==> src/rtl/mdio_pkg.sv <==
package mdio_pkg;
  localparam int FRAME_BITS = 64;
  localparam int TA2_BIT    = 47;
  localparam int DATA_W     = 16;
  localparam int WIDX_W     = 3;

  localparam logic [WIDX_W-1:0] IDX_CMD  = 3'd0;
  localparam logic [WIDX_W-1:0] IDX_ADDR = 3'd1;
  localparam logic [WIDX_W-1:0] IDX_WDAT = 3'd2;
  localparam logic [WIDX_W-1:0] IDX_RDAT = 3'd3;
  localparam logic [WIDX_W-1:0] IDX_STAT = 3'd4;

  localparam int LAUNCH_BIT = 14;

  typedef struct packed {
    logic [1:0] ft;
    logic [1:0] op;
    logic [4:0] prt;
    logic [4:0] dev;
  } mdio_cmd_t;

  function automatic logic cmd_is_read(mdio_cmd_t c);
    return (c.ft == 2'd0) ? c.op[1] : (c.op == 2'd2);
  endfunction

  function automatic logic cmd_uses_addr(mdio_cmd_t c);
    return (c.ft == 2'd0) && (c.op == 2'd0);
  endfunction
endpackage

==> src/rtl/mdio_clkgen.sv <==
module mdio_clkgen #(
  parameter int DIV_HALF = 20
) (
  input  logic clk,
  input  logic rst,
  output logic mdc,
  output logic rise_tick,
  output logic fall_tick
);
  localparam int CW = (DIV_HALF > 1) ? $clog2(DIV_HALF) : 1;
  localparam logic [CW-1:0] LAST = CW'(DIV_HALF - 1);

  logic [CW-1:0] div_cnt;
  logic          wrap;

  assign wrap      = (div_cnt == LAST);
  assign rise_tick = wrap & ~mdc;
  assign fall_tick = wrap & mdc;

  always_ff @(posedge clk) begin
    if (rst) begin
      div_cnt <= '0;
      mdc     <= 1'b0;
    end else if (wrap) begin
      div_cnt <= '0;
      mdc     <= ~mdc;
    end else begin
      div_cnt <= div_cnt + 1'b1;
    end
  end

  AST_MDC_HOLDS_BETWEEN_TICKS: assert property (@(posedge clk) disable iff (rst)
    !$stable(mdc) |-> $past(wrap));
endmodule

==> src/rtl/mdio_frame_eng.sv <==
module mdio_frame_eng
  import mdio_pkg::*;
(
  input  logic              clk,
  input  logic              rst,
  input  logic              start,
  input  mdio_cmd_t         cmd,
  input  logic [DATA_W-1:0] addr_data,
  input  logic [DATA_W-1:0] wr_data,
  input  logic              rise_tick,
  input  logic              fall_tick,
  input  logic              mdio_i,
  output logic              mdio_o,
  output logic              mdio_oe,
  output logic              done,
  output logic              rd_fail,
  output logic              rd_ok,
  output logic [DATA_W-1:0] rd_data
);
  localparam int CNT_W = $clog2(FRAME_BITS + 2) + 1;
  localparam logic [CNT_W-1:0] N_BITS   = CNT_W'(FRAME_BITS);
  localparam logic [CNT_W-1:0] N_END    = CNT_W'(FRAME_BITS + 1);
  localparam logic [CNT_W-1:0] TA2_IDX  = CNT_W'(TA2_BIT);
  localparam logic [CNT_W-1:0] TA2_SMP  = CNT_W'(TA2_BIT + 1);
  localparam logic [CNT_W-1:0] D0_SMP   = CNT_W'(TA2_BIT + 2);

  logic                  active;
  logic                  rd_mode;
  logic                  ta_bad;
  logic [CNT_W-1:0]      bit_cnt;
  logic [FRAME_BITS-1:0] frame_sr;
  logic [DATA_W-1:0]     cap_sr;
  logic [DATA_W-1:0]     phase_data;

  assign phase_data = cmd_uses_addr(cmd) ? addr_data : wr_data;

  always_ff @(posedge clk) begin
    if (rst) begin
      active   <= 1'b0;
      rd_mode  <= 1'b0;
      ta_bad   <= 1'b0;
      bit_cnt  <= '0;
      frame_sr <= '0;
      cap_sr   <= '0;
      mdio_o   <= 1'b1;
      mdio_oe  <= 1'b0;
      done     <= 1'b0;
      rd_fail  <= 1'b0;
      rd_ok    <= 1'b0;
      rd_data  <= '0;
    end else begin
      done    <= 1'b0;
      rd_fail <= 1'b0;
      rd_ok   <= 1'b0;
      if (start && !active) begin
        active   <= 1'b1;
        rd_mode  <= cmd_is_read(cmd);
        ta_bad   <= 1'b0;
        bit_cnt  <= '0;
        frame_sr <= {32'hFFFF_FFFF, cmd.ft, cmd.op, cmd.prt, cmd.dev, 2'b10, phase_data};
      end else if (active && fall_tick) begin
        bit_cnt <= bit_cnt + 1'b1;
        if (bit_cnt < N_BITS) begin
          mdio_o   <= frame_sr[FRAME_BITS-1];
          frame_sr <= {frame_sr[FRAME_BITS-2:0], 1'b1};
          mdio_oe  <= !(rd_mode && (bit_cnt >= TA2_IDX));
        end else if (bit_cnt == N_BITS) begin
          mdio_o  <= 1'b1;
          mdio_oe <= 1'b0;
        end else if (bit_cnt == N_END) begin
          active  <= 1'b0;
          done    <= 1'b1;
          rd_fail <= rd_mode & ta_bad;
          rd_ok   <= rd_mode & ~ta_bad;
          rd_data <= cap_sr;
        end
      end else if (active && rise_tick) begin
        if (bit_cnt == TA2_SMP) ta_bad <= mdio_i;
        if (rd_mode && bit_cnt >= D0_SMP && bit_cnt <= N_BITS)
          cap_sr <= {cap_sr[DATA_W-2:0], mdio_i};
      end
    end
  end

  AST_OE_RISES_ON_FIRST_BIT: assert property (@(posedge clk) disable iff (rst)
    $rose(mdio_oe) |-> (bit_cnt == CNT_W'(1)));
  AST_DONE_WITH_LINE_FREE: assert property (@(posedge clk) disable iff (rst)
    done |-> !mdio_oe);
  AST_READ_LINE_RELEASED: assert property (@(posedge clk) disable iff (rst)
    (active && rd_mode && bit_cnt > TA2_SMP) |-> !mdio_oe);
endmodule

==> src/rtl/mdio_master.sv <==
module mdio_master
  import mdio_pkg::*;
#(
  parameter int DIV_HALF = 20
) (
  input  logic              clk,
  input  logic              rst,
  input  logic              reg_we,
  input  logic [2:0]        reg_waddr,
  input  logic [15:0]       reg_wdata,
  input  logic              reg_re,
  input  logic [2:0]        reg_raddr,
  output logic [15:0]       reg_rdata,
  output logic              mdc,
  input  logic              mdio_i,
  output logic              mdio_o,
  output logic              mdio_oe
);
  mdio_cmd_t         cmd_q;
  logic              busy;
  logic [DATA_W-1:0] addr_q;
  logic [DATA_W-1:0] wdat_q;
  logic [DATA_W-1:0] rdat_q;
  logic              fail_q;
  logic              start;
  logic              rise_tick, fall_tick;
  logic              eng_done, eng_fail, eng_ok;
  logic [DATA_W-1:0] eng_data;
  mdio_cmd_t         wr_cmd;

  assign wr_cmd = mdio_cmd_t'(reg_wdata[13:0]);
  assign start  = reg_we && (reg_waddr == IDX_CMD) && !busy && reg_wdata[LAUNCH_BIT];

  mdio_clkgen #(.DIV_HALF(DIV_HALF)) clkgen_i (
    .clk(clk), .rst(rst), .mdc(mdc), .rise_tick(rise_tick), .fall_tick(fall_tick)
  );

  mdio_frame_eng eng_i (
    .clk(clk), .rst(rst), .start(start), .cmd(wr_cmd),
    .addr_data(addr_q), .wr_data(wdat_q),
    .rise_tick(rise_tick), .fall_tick(fall_tick), .mdio_i(mdio_i),
    .mdio_o(mdio_o), .mdio_oe(mdio_oe),
    .done(eng_done), .rd_fail(eng_fail), .rd_ok(eng_ok), .rd_data(eng_data)
  );

  always_ff @(posedge clk) begin
    if (rst) begin
      cmd_q  <= '0;
      busy   <= 1'b0;
      addr_q <= '0;
      wdat_q <= '0;
      rdat_q <= '0;
      fail_q <= 1'b0;
    end else begin
      if (reg_we && reg_waddr == IDX_CMD && !busy) cmd_q <= wr_cmd;
      if (reg_we && reg_waddr == IDX_ADDR) addr_q <= reg_wdata;
      if (reg_we && reg_waddr == IDX_WDAT) wdat_q <= reg_wdata;
      if (start)         busy <= 1'b1;
      else if (eng_done) busy <= 1'b0;
      if (eng_done && eng_fail)                           fail_q <= 1'b1;
      else if (reg_we && reg_waddr == IDX_STAT && reg_wdata[0]) fail_q <= 1'b0;
      if (eng_ok) rdat_q <= eng_data;
    end
  end

  always_ff @(posedge clk) begin
    if (rst) begin
      reg_rdata <= '0;
    end else if (reg_re) begin
      case (reg_raddr)
        IDX_CMD:  reg_rdata <= {1'b0, busy, cmd_q};
        IDX_ADDR: reg_rdata <= addr_q;
        IDX_WDAT: reg_rdata <= wdat_q;
        IDX_RDAT: reg_rdata <= rdat_q;
        IDX_STAT: reg_rdata <= {15'd0, fail_q};
        default:  reg_rdata <= '0;
      endcase
    end
  end

  AST_LINE_MOVES_ON_FALL: assert property (@(posedge clk) disable iff (rst)
    (!$stable(mdio_o) || !$stable(mdio_oe)) |-> $fell(mdc));
  AST_BUSY_AFTER_START: assert property (@(posedge clk) disable iff (rst)
    start |=> busy);
  AST_CMD_IGNORED_BUSY: assert property (@(posedge clk) disable iff (rst)
    (busy && reg_we && reg_waddr == IDX_CMD) |=> $stable(cmd_q));
  AST_FAIL_ONLY_AT_END: assert property (@(posedge clk) disable iff (rst)
    $rose(fail_q) |-> $fell(busy));
  AST_RELEASED_AT_END: assert property (@(posedge clk) disable iff (rst)
    $fell(busy) |-> !mdio_oe);
  AST_SET_BEATS_CLEAR: assert property (@(posedge clk) disable iff (rst)
    (eng_done && eng_fail) |=> fail_q);
endmodule

==> config.mk <==
export PLATFORM = sky130hd
export DESIGN_NAME = mdio_master
export DESIGN_NICKNAME = d
export VERILOG_FILES = /design/src/rtl/mdio_pkg.sv /design/src/rtl/mdio_clkgen.sv /design/src/rtl/mdio_frame_eng.sv /design/src/rtl/mdio_master.sv
export SDC_FILE = /design/constraint.sdc
export NUM_CORES = 1
export LEC_CHECK = 0
export ABC_AREA = 0
export BUFFER_PORTS_ARGS = -buffer_cell sky130_fd_sc_hd__buf_2
export CORE_AREA = 8 8 262 138
export DETAILED_ROUTE_END_ITERATION = 8
export DIE_AREA = 0 0 270 146
export PLACE_DENSITY_LB_ADDON = 0.15
export SLEW_MARGIN = 20
export SYNTH_ARGS = -nofsm -noshare
export SYNTH_HDL_FRONTEND = slang
export SYNTH_SLANG_ARGS = --single-unit
==> constraint.sdc <==
create_clock -name clk -period 2.2 [get_ports clk]
set_input_delay 0.22 -clock clk [delete_from_list [all_inputs] [get_ports clk]]
set_output_delay 0.22 -clock clk [all_outputs]
set_load 0.02 [all_outputs]
# Word level (Yosys, flattened, before mapping)
# Index checks and enable logic that the tools add are counted.
# totals
regBits	198
elab_cells	115
output_inout_bits	19
# op_classes
order_cmp	4
add_sub_neg	2
bitwise	11
n_eq_ne	14
n_reduce_logical	39
n_mux	20
# ops
cell	count
64-bit 2-to-1 mux	3
16-bit one-hot mux with 5 select lines	1
8-bit by 7-bit equality test with 1-bit output (second input constant)	2
8-bit by 6-bit >= comparator with 1-bit output (second input constant)	2
16-bit 2-to-1 mux	1
1-bit logical AND	15
1-bit 2-to-1 mux	15
2-bit nonzero test	6
3-bit by 2-bit equality test with 1-bit output (second input constant)	3
8-bit by 1-bit adder with 8-bit output (second input constant)	1
8-bit by 6-bit equality test with 1-bit output (second input constant)	1
8-bit by 7-bit <= comparator with 1-bit output (second input constant)	1
8-bit by 7-bit less-than comparator with 1-bit output (second input constant)	1
4-bit AND reduction	2
1-bit NOT	7
3-bit by 1-bit equality test with 1-bit output (second input constant)	2
3-bit equality test (second input constant)	2
3-bit zero test	2
3-bit AND reduction	2
6-bit OR reduction	1
5-bit by 1-bit adder with 5-bit output (second input constant)	1
5-bit equality test (second input constant)	1
5-bit AND reduction	1
5-bit OR reduction	1
other kinds (7)	16

# Logic depth before layout (Yosys ltp)
# Gate-level depths: netlist of run 1.
# depth
word_depth	7
ltp_mapped	8
mapped_depth_nobuf	6

# By module
# A second synthesis of run 1 with hierarchy kept.
# hier_totals
cells_unflattened	912
hier_area_um2	8154.1
# by_module_without_submodules
mod	cells_each	area_each_um2	instances
mdio_frame_eng	515	4538.1	1
mdio_master	370	3357.0	1
mdio_clkgen	27	259.0	1

# Least setup slack after synthesis of run 1
# OpenSTA, ideal clock, no wires.
# synth_path
kind	reg-to-reg
from	register eng_i.bit_cnt[0]
to	register eng_i.cap_sr[5]
slack_ns	0.216
period_less_slack_ns	1.984
arrival_time_ns	1.913
n_path_buf	1
stages_incl_launch_ff	8
required_time_ns	2.128
cell_sequence	dfxtp_1 -> inv_1 -> ha_1 -> nor3b_2 -> a22oi_2 -> a2111oi_4 -> buf_8 -> mux2i_1
# synth_via
elab_chain_len	4
# synth_lines
item	line_no	source
from (decl)	mdio_frame_eng.sv:30	logic [CNT_W-1:0] bit_cnt;
from (signal assigned)	mdio_frame_eng.sv:62	bit_cnt <= bit_cnt + 1'b1;
8-bit by 6-bit >= comparator with 1-bit output	mdio_frame_eng.sv:79	if (rd_mode && bit_cnt >= D0_SMP && bit_cnt <= N_BITS)
1-bit logical AND	mdio_frame_eng.sv:79	
1-bit logical AND (*)	mdio_frame_eng.sv:79	
4-bit AND reduction (no source line) (*)	n/a	
to (signal assigned)	mdio_frame_eng.sv:80	cap_sr <= {cap_sr[DATA_W-2:0], mdio_i};
to (decl)	mdio_frame_eng.sv:32	logic [DATA_W-1:0] cap_sr;
# Every way passes the cells marked *; elsewhere a longest branch is shown, timed or not.
# A chain may end at the register's enable or synchronous reset.

# Final worst setup path of run 1
# layout_path
from	register eng_i.bit_cnt[1]
to	register eng_i.cap_sr[13]
# Same word-level chain as after synthesis.

==> impl_metrics.json, run 1 <==
{
  "status": "finished clean",
  "cts_resized": 0,
  "area_growth_pct": 17.4,
  "hold_violations": 0,
  "async_flop_share_pct": 0,
  "synth_flop_cell": "dfxtp_1",
  "wl_mm": 24.8,
  "grt_max_degree": 125,
  "setup_viol_count_final": 0,
  "portBuffers": 45,
  "cp_cell_sequence": "inv_1 -> ha_1 -> or4b_2 -> a22oi_2 -> a2111oi_4 -> buf_4 -> mux2i_1",
  "synthTopCellsByArea": "dfxtp_1 50%, a21oi_1 6.1%, nand2_1 5.8%",
  "fp.dieW_um": 270,
  "cp-start-kind": "register",
  "track_usage_pct": 12.7,
  "final_common_cell": "dfxtp_1",
  "yosysTopAreaCell": "dfxtp_1",
  "dp_worst_setup_slack_ns": 0.177,
  "clock_latency_ns": 0.45,
  "power.leakage_uw": 0.00325,
  "rrSetupSlack_ns": 0.17,
  "arrival_ns": 2.36,
  "yosysSeqAreaShare_pct": 49.8,
  "dp_hpwl_mm": 16.2,
  "cts_buffers": 17,
  "grt_pass1_vias": 5935,
  "synthesis.area_um2": 7960,
  "fin_tns_setup_ns": 0,
  "peakVddDrop_mv": 0.451,
  "nFillCells": 3416,
  "die_height_um": 146,
  "finClkSkew_ns": 0.0133,
  "relSlewSlack_pct": 55.2,
  "synth_top_area_share_pct": 49.8,
  "worst_path_max_delay_cell": "or4b_2",
  "mostFrequentLayoutCells": "198 x dfxtp_1, 123 x nand2_1, 97 x a21oi_1",
  "cts_tree": "done",
  "post-cts-setup-buffers": 0,
  "netlist_instances": 874,
  "route.detailed.drc": 0,
  "ys_ff_latch": 198,
  "power_uw": 7130,
  "num-nets-final": 931,
  "slew_violations": 0,
  "grt_setup_unrepaired": "false",
  "dieArea_um2": 39400,
  "criticalPathCategory": "reg -> reg",
  "setup_ws_ns": 0.170,
  "synth_edf_count": 0,
  "min_path_type": "in -> reg",
  "start_util_pct": 24.6,
  "worstMarginPinSlew_ns": 0.670,
  "ant_nets": 0,
  "cp-startpoint": "eng_i.bit_cnt[1]$_SDFFE_PP0P_",
  "drt-pass1-iter-count": 5,
  "r2r_end": "eng_i.cap_sr[13]$_SDFFE_PP0P_",
  "wire_per_inst_um": 18.3,
  "fin_crit_ns": 2.03,
  "max_stage_delay_ns": 0.63,
  "required_ns": 2.53,
  "cts_num_sinks": 198,
  "drtIter0Drc": 516,
  "grt_pass1_wl_mm": 38.3,
  "syn-mean-instance-area_um2": 9.10,
  "yosysWarnings": 0,
  "vias_per_cell": 4.62,
  "core_um2": 32400,
  "endpoint": "eng_i.cap_sr[13]$_SDFFE_PP0P_",
  "globalplace.congestion": 0.743,
  "whs_ns": 0.0586,
  "syn-num-nets": 905,
  "grt_overflow": 0,
  "clkTransAtPathRegs_ns": 0.07,
  "path_max_fanout": 16,
  "hold_buffers": 1,
  "placementRows": 47,
  "timing.rr.start": "eng_i.bit_cnt[1]$_SDFFE_PP0P_",
  "ys_types": 51,
  "num_antenna_cells": 0,
  "final-seq-area_um2": 3960,
  "critPathCaptureType": "register",
  "grt_antenna_before_repair": 1,
  "h-tree-depth": 4,
  "fin_cells": 1354,
  "num_vias": 6251,
  "multi_input_area_um2": 3710,
  "dp_cells": 1321,
  "max_freq_ghz": 0.493,
  "cts_buffer_depth": 2,
  "p_per_area_nw_per_um2": 763,
  "drive_above_1_share_pct": 16.0,
  "pin_count": 46,
  "min_period_over_period_pct": 92.3,
  "reg2reg_depth": 7,
  "maxCapViolCount": 0,
  "cts_root_buf": "clkbuf_16"
}
[routing by layer]
layer	up-vias	GRT usage [%]	wire [um]
met5	-	0	0
met4	0	3.16	201
met3	16	3.33	1160
met2	116	17.2	10000
met1	2985	19.2	13400
li1	3134	-	-
[registers in the layout (all words and copies together) (netlist names)]
| signal | count |
|---|---|
| eng_i.cap_sr | 16 |
| eng_i.rd_ok | 1 |
| cmd_q | 14 |
| reg_rdata | 16 |
| fail_q | 1 |
| eng_i.mdio_oe | 1 |
| eng_i.done | 1 |
| eng_i.bit_cnt | 8 |
| wdat_q | 16 |
| eng_i.rd_fail | 1 |
| clkgen_i.div_cnt | 5 |
| eng_i.rd_data | 16 |
| clkgen_i.mdc | 1 |
| busy | 1 |
| eng_i.ta_bad | 1 |
| eng_i.active | 1 |
| eng_i.rd_mode | 1 |
| eng_i.mdio_o | 1 |
| rdat_q | 16 |
| eng_i.frame_sr | 64 |
| addr_q | 16 |
[worst max-delay path: cells and delay by family, from the launching register on]
kind                     cells  cell delay [ns]
AO/OA/AOI/OAI                2             0.26
adder cells (fa/ha/maj)      1             0.18
buffers and inverters        2             0.33
flip-flops                   1             0.37
multiplexers                 1             0.14
AND/OR/NAND/NOR              1             0.63
[stage by stage]
step	area (um^2)	utilization, %
6_report	9340	28.8
3_5_place_dp	8750	27.0
3_3_place_gp	8750	27.0
2_1_floorplan	7960	-
4_1_cts	9340	28.8
5_1_grt	9340	28.8
[worst min path at each step]
stage                               startpoint                         endpoint  slack (ns)  cells after the start
2_1_floorplan                     reg_wdata[0]            cmd_q[0]$_SDFFE_PP0N_        0.36                      2
3_3_place_gp            cmd_q[13]$_SDFFE_PP0N_           cmd_q[13]$_SDFFE_PP0N_        0.44                      2
3_5_place_dp   eng_i.frame_sr[16]$_SDFFE_PP0P_  eng_i.frame_sr[16]$_SDFFE_PP0P_        0.45                      2
4_1_cts                           reg_wdata[6]           addr_q[6]$_SDFFE_PP0P_        0.03                      3
5_1_grt                           reg_wdata[6]           addr_q[6]$_SDFFE_PP0P_        0.04                      3
6_report                                mdio_i     eng_i.cap_sr[0]$_SDFFE_PP0P_        0.06                      3
[cell usage after synthesis, types with 2 or more instances]
cell type  count
buf_2          7
and3_1         3
and2_1         3
a311oi_1       2
nor3_1        74
dfxtp_1      198
nor2_1        80
o31ai_1        2
nand2_1      123
a21oi_1       97
xor2_1         2
nand3_1       38
a22oi_1       31
clkbuf_1      50
a22o_1        16
inv_1          7
nand4_1        4
mux2_2        15
buf_1          8
xnor2_1        6
ha_1           4
nor2b_1       20
mux2i_1       38
nor4_1         2
mux4_2        15
o21ai_0        3
or4_1          2
[report_power, final]
group / total, uW / internal (uW) / switching (uW)
sequential: 3650 / 3620 / 26.5
combinational: 323 / 108 / 215
clock: 3160 / 1690 / 1470
[logic make-up after synthesis]
family | count (synthesis) | share of synthesized area [%]
fa+ha+maj | 4 | 0.629
flops | 198 | 49.8
compound gates | 157 | 12.3
xor+xnor | 8 | 0.881
simple gates | 365 | 21.4
buf+inv | 74 | 3.84
mux | 68 | 11.1
[final cells by class]
| class | count | area share, % |
|---|---|---|
| Sequential cell | 198 | 42.4 |
| Multi-Input combinational cell | 602 | 39.7 |
| Tap cell | 441 | 5.91 |
| Timing Repair Buffer | 74 | 5.46 |
| Clock buffer | 18 | 4.59 |
| Clock inverter | 14 | 1.62 |
| Inverter | 7 | 0.281 |
Note: power is estimated with default switching activity, not from simulation.
==> inputs of run 2 (changes only) <==
Settings changed: SKIP_LAST_GASP set to 1.
Clock period 2.2 ns to 2.15 ns, I/O delays scaled along.
==> impl_metrics.json, run 2 (same netlist as run 1, synthesis figures left out) <==
{
  "max_freq_ghz": 0.510,
  "grt_setup_unrepaired": "false",
  "drive_above_1_share_pct": 15.9,
  "dp_cells": 1319,
  "regMostFlops": "eng_i.frame_sr",
  "global_route.peak_usage_layer": "met1",
  "core_um2": 32400,
  "cp-start-kind": "register",
  "maxCapViolCount": 0,
  "min_period_over_period_pct": 91.1,
  "start_util_pct": 24.6,
  "peakVddDrop_mv": 0.475,
  "area_growth_pct": 19.0,
  "swShare_pct": 21.4,
  "criticalPathCategory": "reg -> reg",
  "grt_pass1_wl_mm": 37.0,
  "fp.dieW_um": 270,
  "num-nets-final": 928,
  "grt_pass1_vias": 5982,
  "fin_cells": 1351,
  "dp_worst_setup_slack_ns": 0.0526,
  "arrival_ns": 2.29,
  "ant_nets": 0,
  "mostFrequentLayoutCells": "198 x dfxtp_1, 123 x nand2_1, 97 x a21oi_1",
  "dp_hpwl_mm": 16.0,
  "max_stage_delay_ns": 0.62,
  "globalplace.congestion": 0.731,
  "clock_latency_ns": 0.44,
  "slew_violations": 0,
  "pin_count": 46,
  "vias_per_cell": 4.61,
  "critPathCaptureType": "register",
  "cts_root_buf": "clkbuf_16",
  "clkTransAtPathRegs_ns": 0.07,
  "portBuffers": 45,
  "cts_tree": "done",
  "path_max_fanout": 16,
  "p_comb_share_pct": 4.0,
  "p_per_area_nw_per_um2": 842,
  "track_usage_pct": 12.0,
  "p_sw_uw": 1710,
  "drt-pass1-iter-count": 5,
  "fin_crit_ns": 1.96,
  "hold_violations": 0,
  "cts_buffer_depth": 2,
  "status": "finished clean",
  "route.detailed.drc": 0,
  "final_common_cell": "dfxtp_1",
  "grt_max_degree": 77,
  "wl_mm": 23.8,
  "met1_usage_pct": 18.4,
  "cts_buffers": 17,
  "met3_usage_pct": 2.46,
  "finClkSkew_ns": 0.00893,
  "whs_ns": 0.0380,
  "use_met2_pct": 16.6,
  "worstMarginPinSlew_ns": 0.594,
  "critical_path.top_delay_family": "simple AND/OR/NAND/NOR gates",
  "cts_num_sinks": 198,
  "setup_ws_ns": 0.190,
  "wire_per_inst_um": 17.6,
  "placementRows": 47,
  "num_vias": 6230,
  "drtIter0Drc": 554,
  "cp_cell_sequence": "inv_1 -> ha_1 -> or4b_2 -> a22oi_2 -> a2111oi_4 -> buf_12 -> mux2i_1",
  "num_antenna_cells": 0,
  "dieArea_um2": 39400,
  "path_buf_inv": 2,
  "setup_viol_count_final": 0,
  "h-tree-depth": 4,
  "grt_overflow": 0,
  "min_path_type": "in -> reg",
  "relSlewSlack_pct": 60.4,
  "largest_register_ffs": 64,
  "worst_path_max_delay_cell": "or4b_2",
  "post-cts-setup-buffers": 0,
  "die_height_um": 146,
  "intPower_uw": 6270,
  "fin_tns_setup_ns": 0,
  "required_ns": 2.48,
  "power_frac_clock_pct": 49.2,
  "grt_antenna_before_repair": 0,
  "power.leakage_uw": 0.00331,
  "seqPwrFrac_pct": 46.8
}
[run 2: metrics by stage]
stage	total power (uW)	cell area (um^2)	utilization, %
after floorplan	4000	7960	-
after global placement	4150	8750	27.0
after detailed placement	4150	8750	27.0
after CTS	8100	9470	29.2
after global routing	8280	9470	29.2
final	7980	9470	29.2
[run 2: cell type report]
type	count	area (um^2)
fill	3385	22900
sequential	198	3960
multi-input combinational	602	3710
tap	441	552
timing repair buffer	71	498
clock buffer	19	443
clock inverter	13	275
inverter	7	26.3
[run 2: final timing paths]
path                                               startpoint                       endpoint  slack (ns)  cells past startpoint
worst min register to register          cmd_q[3]$_SDFFE_PP0N_          cmd_q[3]$_SDFFE_PP0N_        0.46                      2
worst min-delay path                            reg_wdata[15]        wdat_q[15]$_SDFFE_PP0P_        0.04                      3
worst max register to register  eng_i.bit_cnt[1]$_SDFFE_PP0P_  eng_i.cap_sr[13]$_SDFFE_PP0P_        0.19                      7
worst max-delay path            eng_i.bit_cnt[1]$_SDFFE_PP0P_  eng_i.cap_sr[13]$_SDFFE_PP0P_        0.19                      7
[run 2: power groups by stage]
stage                     registers (uW)  clock network, uW  logic, uW
after detailed placement            3820                  0        330
final                               3730               3920        322
after floorplan                     3810                  0        184
after global placement              3820                  0        330
after CTS                           3730               4040        331
after global routing                3740               4180        356
[run 2: tightest hold or removal path, delay by kind of cell]
family	cells	cell delay, ns
AOI/OAI and AO/OA	1	0.05
buffers and inverters	1	0.11
and+or+nand+nor	1	0.05
[run 2: timing repair]
| action | 4_1_cts | 5_1_grt |
|---|---|---|
| hold buffers | 0 | 0 |
| endpoints found under the setup margin | 0 | 22 |
| gates resized for setup | 0 | 2 |
[run 2: routing by layer]
metal  up-vias  routed length (um)
met5         -                   0
met4         0                 218
met3        20                 804
met2        97                9650
met1      2996               13100
li1       3117                   -
==> inputs of run 3 (changes only) <==
==> constraint.sdc (replaced) <==
create_clock -name clk -period 2.15 [get_ports clk]
set_input_delay 0.5375 -clock clk [delete_from_list [all_inputs] [get_ports clk]]
set_output_delay 0.5375 -clock clk [all_outputs]
set_load 0.02 [all_outputs]
==> impl_metrics.json, run 3 (same netlist as run 1, synthesis figures left out) <==
{
  "status": "finished clean",
  "dp_hpwl_mm": 15.8,
  "required_ns": 2.49,
  "vias_per_cell": 4.59,
  "power_uw": 7290,
  "grt_antenna_before_repair": 0,
  "fin_crit_ns": 2.02,
  "area_growth_pct": 19.6,
  "grt_max_degree": 66,
  "cts_buffers": 17,
  "largest_register_ffs": 64,
  "grt_pass1_wl_mm": 37.7,
  "grt_pass1_vias": 6109,
  "clock_latency_ns": 0.45,
  "placementRows": 47,
  "pin_count": 46,
  "fp.dieW_um": 270,
  "mostFrequentLayoutCells": "198 x dfxtp_1, 123 x nand2_1, 97 x a21oi_1",
  "power.leakage_uw": 0.00332,
  "cp-start-kind": "register",
  "path_max_fanout": 16,
  "worstMarginPinSlew_ns": 0.636,
  "finClkSkew_ns": 0.0136,
  "cts_tree": "done",
  "h-tree-depth": 4,
  "cts_root_buf": "clkbuf_16",
  "hold_buffers": 0,
  "peakVddDrop_mv": 0.507,
  "max_freq_ghz": 0.494,
  "nFillCells": 3427,
  "wl_mm": 23.8,
  "grt_setup_unrepaired": "false",
  "fin_tns_setup_ns": 0,
  "core_um2": 32400,
  "die_height_um": 146,
  "final_common_cell": "dfxtp_1",
  "start_util_pct": 24.6,
  "drive_above_1_share_pct": 16.8,
  "p_per_area_nw_per_um2": 766,
  "critical_path.top_delay_family": "simple AND/OR/NAND/NOR gates",
  "crit_cells": 7,
  "drt-pass1-iter-count": 4,
  "relSlewSlack_pct": 57.5,
  "hold_path_depth": 3,
  "cts_buffer_depth": 2,
  "maxCapViolCount": 0,
  "grt_overflow": 0,
  "cp_cell_sequence": "inv_1 -> ha_1 -> or4b_2 -> a22oi_2 -> a2111oi_4 -> buf_12 -> mux2i_1",
  "criticalPathCategory": "reg -> reg",
  "slew_violations": 0,
  "reg2reg_depth": 7,
  "setup_viol_count_final": 0,
  "num_antenna_cells": 0,
  "worst_path_max_delay_cell": "or4b_2",
  "ant_nets": 0,
  "num-nets-final": 939,
  "wire_per_inst_um": 17.5,
  "hold_violations": 0,
  "critPathCaptureType": "register",
  "clkTransAtPathRegs_ns": 0.08,
  "cts_resized": 0,
  "post-cts-setup-buffers": 0,
  "track_usage_pct": 12.2,
  "globalplace.congestion": 0.704,
  "portBuffers": 45,
  "num_vias": 6258,
  "min_path_type": "in -> reg",
  "cts_num_sinks": 198,
  "regMostFlops": "eng_i.frame_sr",
  "path_buf_inv": 2,
  "route.detailed.drc": 0,
  "drtIter0Drc": 424,
  "dieArea_um2": 39400,
  "arrival_ns": 2.36,
  "min_period_over_period_pct": 94.1,
  "max_stage_delay_ns": 0.62
}
==> run 3: worst min-delay path: cells and delay by family <==
kind	cells	cell delay [ns]
AO/OA/AOI/OAI	1	0.05
AND/OR/NAND/NOR	1	0.05
buffers and inverters	1	0.12
==> run 3: final timing paths <==
| kind | startpoint | end | slack, ns |
|---|---|---|---|
| max | eng_i.bit_cnt[1]$_SDFFE_PP0P_ | eng_i.cap_sr[10]$_SDFFE_PP0P_ | 0.13 |
| min | reg_wdata[15] | wdat_q[15]$_SDFFE_PP0P_ | 0.36 |
| max reg2reg | eng_i.bit_cnt[1]$_SDFFE_PP0P_ | eng_i.cap_sr[10]$_SDFFE_PP0P_ | 0.13 |
| min reg2reg | eng_i.cap_sr[4]$_SDFFE_PP0P_ | eng_i.rd_data[4]$_SDFFE_PP0P_ | 0.46 |
==> run 3: metrics by stage <==
step | util (%) | setup WS, ns | hold WS [ns] | cell area, um^2 | cells
after floorplan | - | 0.0615 | 0.414 | 7960 | 874
after global placement | 27.6 | 0.0836 | 0.444 | 8940 | 1330
after detailed placement | 27.6 | 0.0388 | 0.448 | 8940 | 1330
after CTS | 29.4 | 0.131 | 0.333 | 9510 | 1362
after global routing | 29.4 | 0.0213 | 0.352 | 9510 | 1362
final | 29.4 | 0.126 | 0.361 | 9510 | 1362
==> run 3: cell type report <==
cell class / count / area, um^2 / area share, %
inverter: 7 / 26.3 / 0.276
tap: 441 / 552 / 5.80
sequential: 198 / 3960 / 41.7
timing repair buffer: 82 / 693 / 7.29
clock buffer: 18 / 429 / 4.51
multi-input combinational: 602 / 3710 / 39.0
clock inverter: 14 / 141 / 1.49
==> run 3: metal layers <==
layer  routed length (um)  vias to the layer above  GRT usage [%]  share of wire, %
met1                13000                     3016           18.2                55
met2                 9840                       69           17.1                41
met5                    0                        -              0                 0
li1                     -                     3148              -                 -
met4                  335                        0           3.62               1.4
met3                  633                       25           2.79               2.7
==> run 3: where the power goes <==
group          switching, uW  internal (uW)  total [uW]  leakage (uW)
combinational            226            129         355       0.00145
clock                   1570           1630        3200      0.000270
sequential              27.1           3710        3730       0.00160
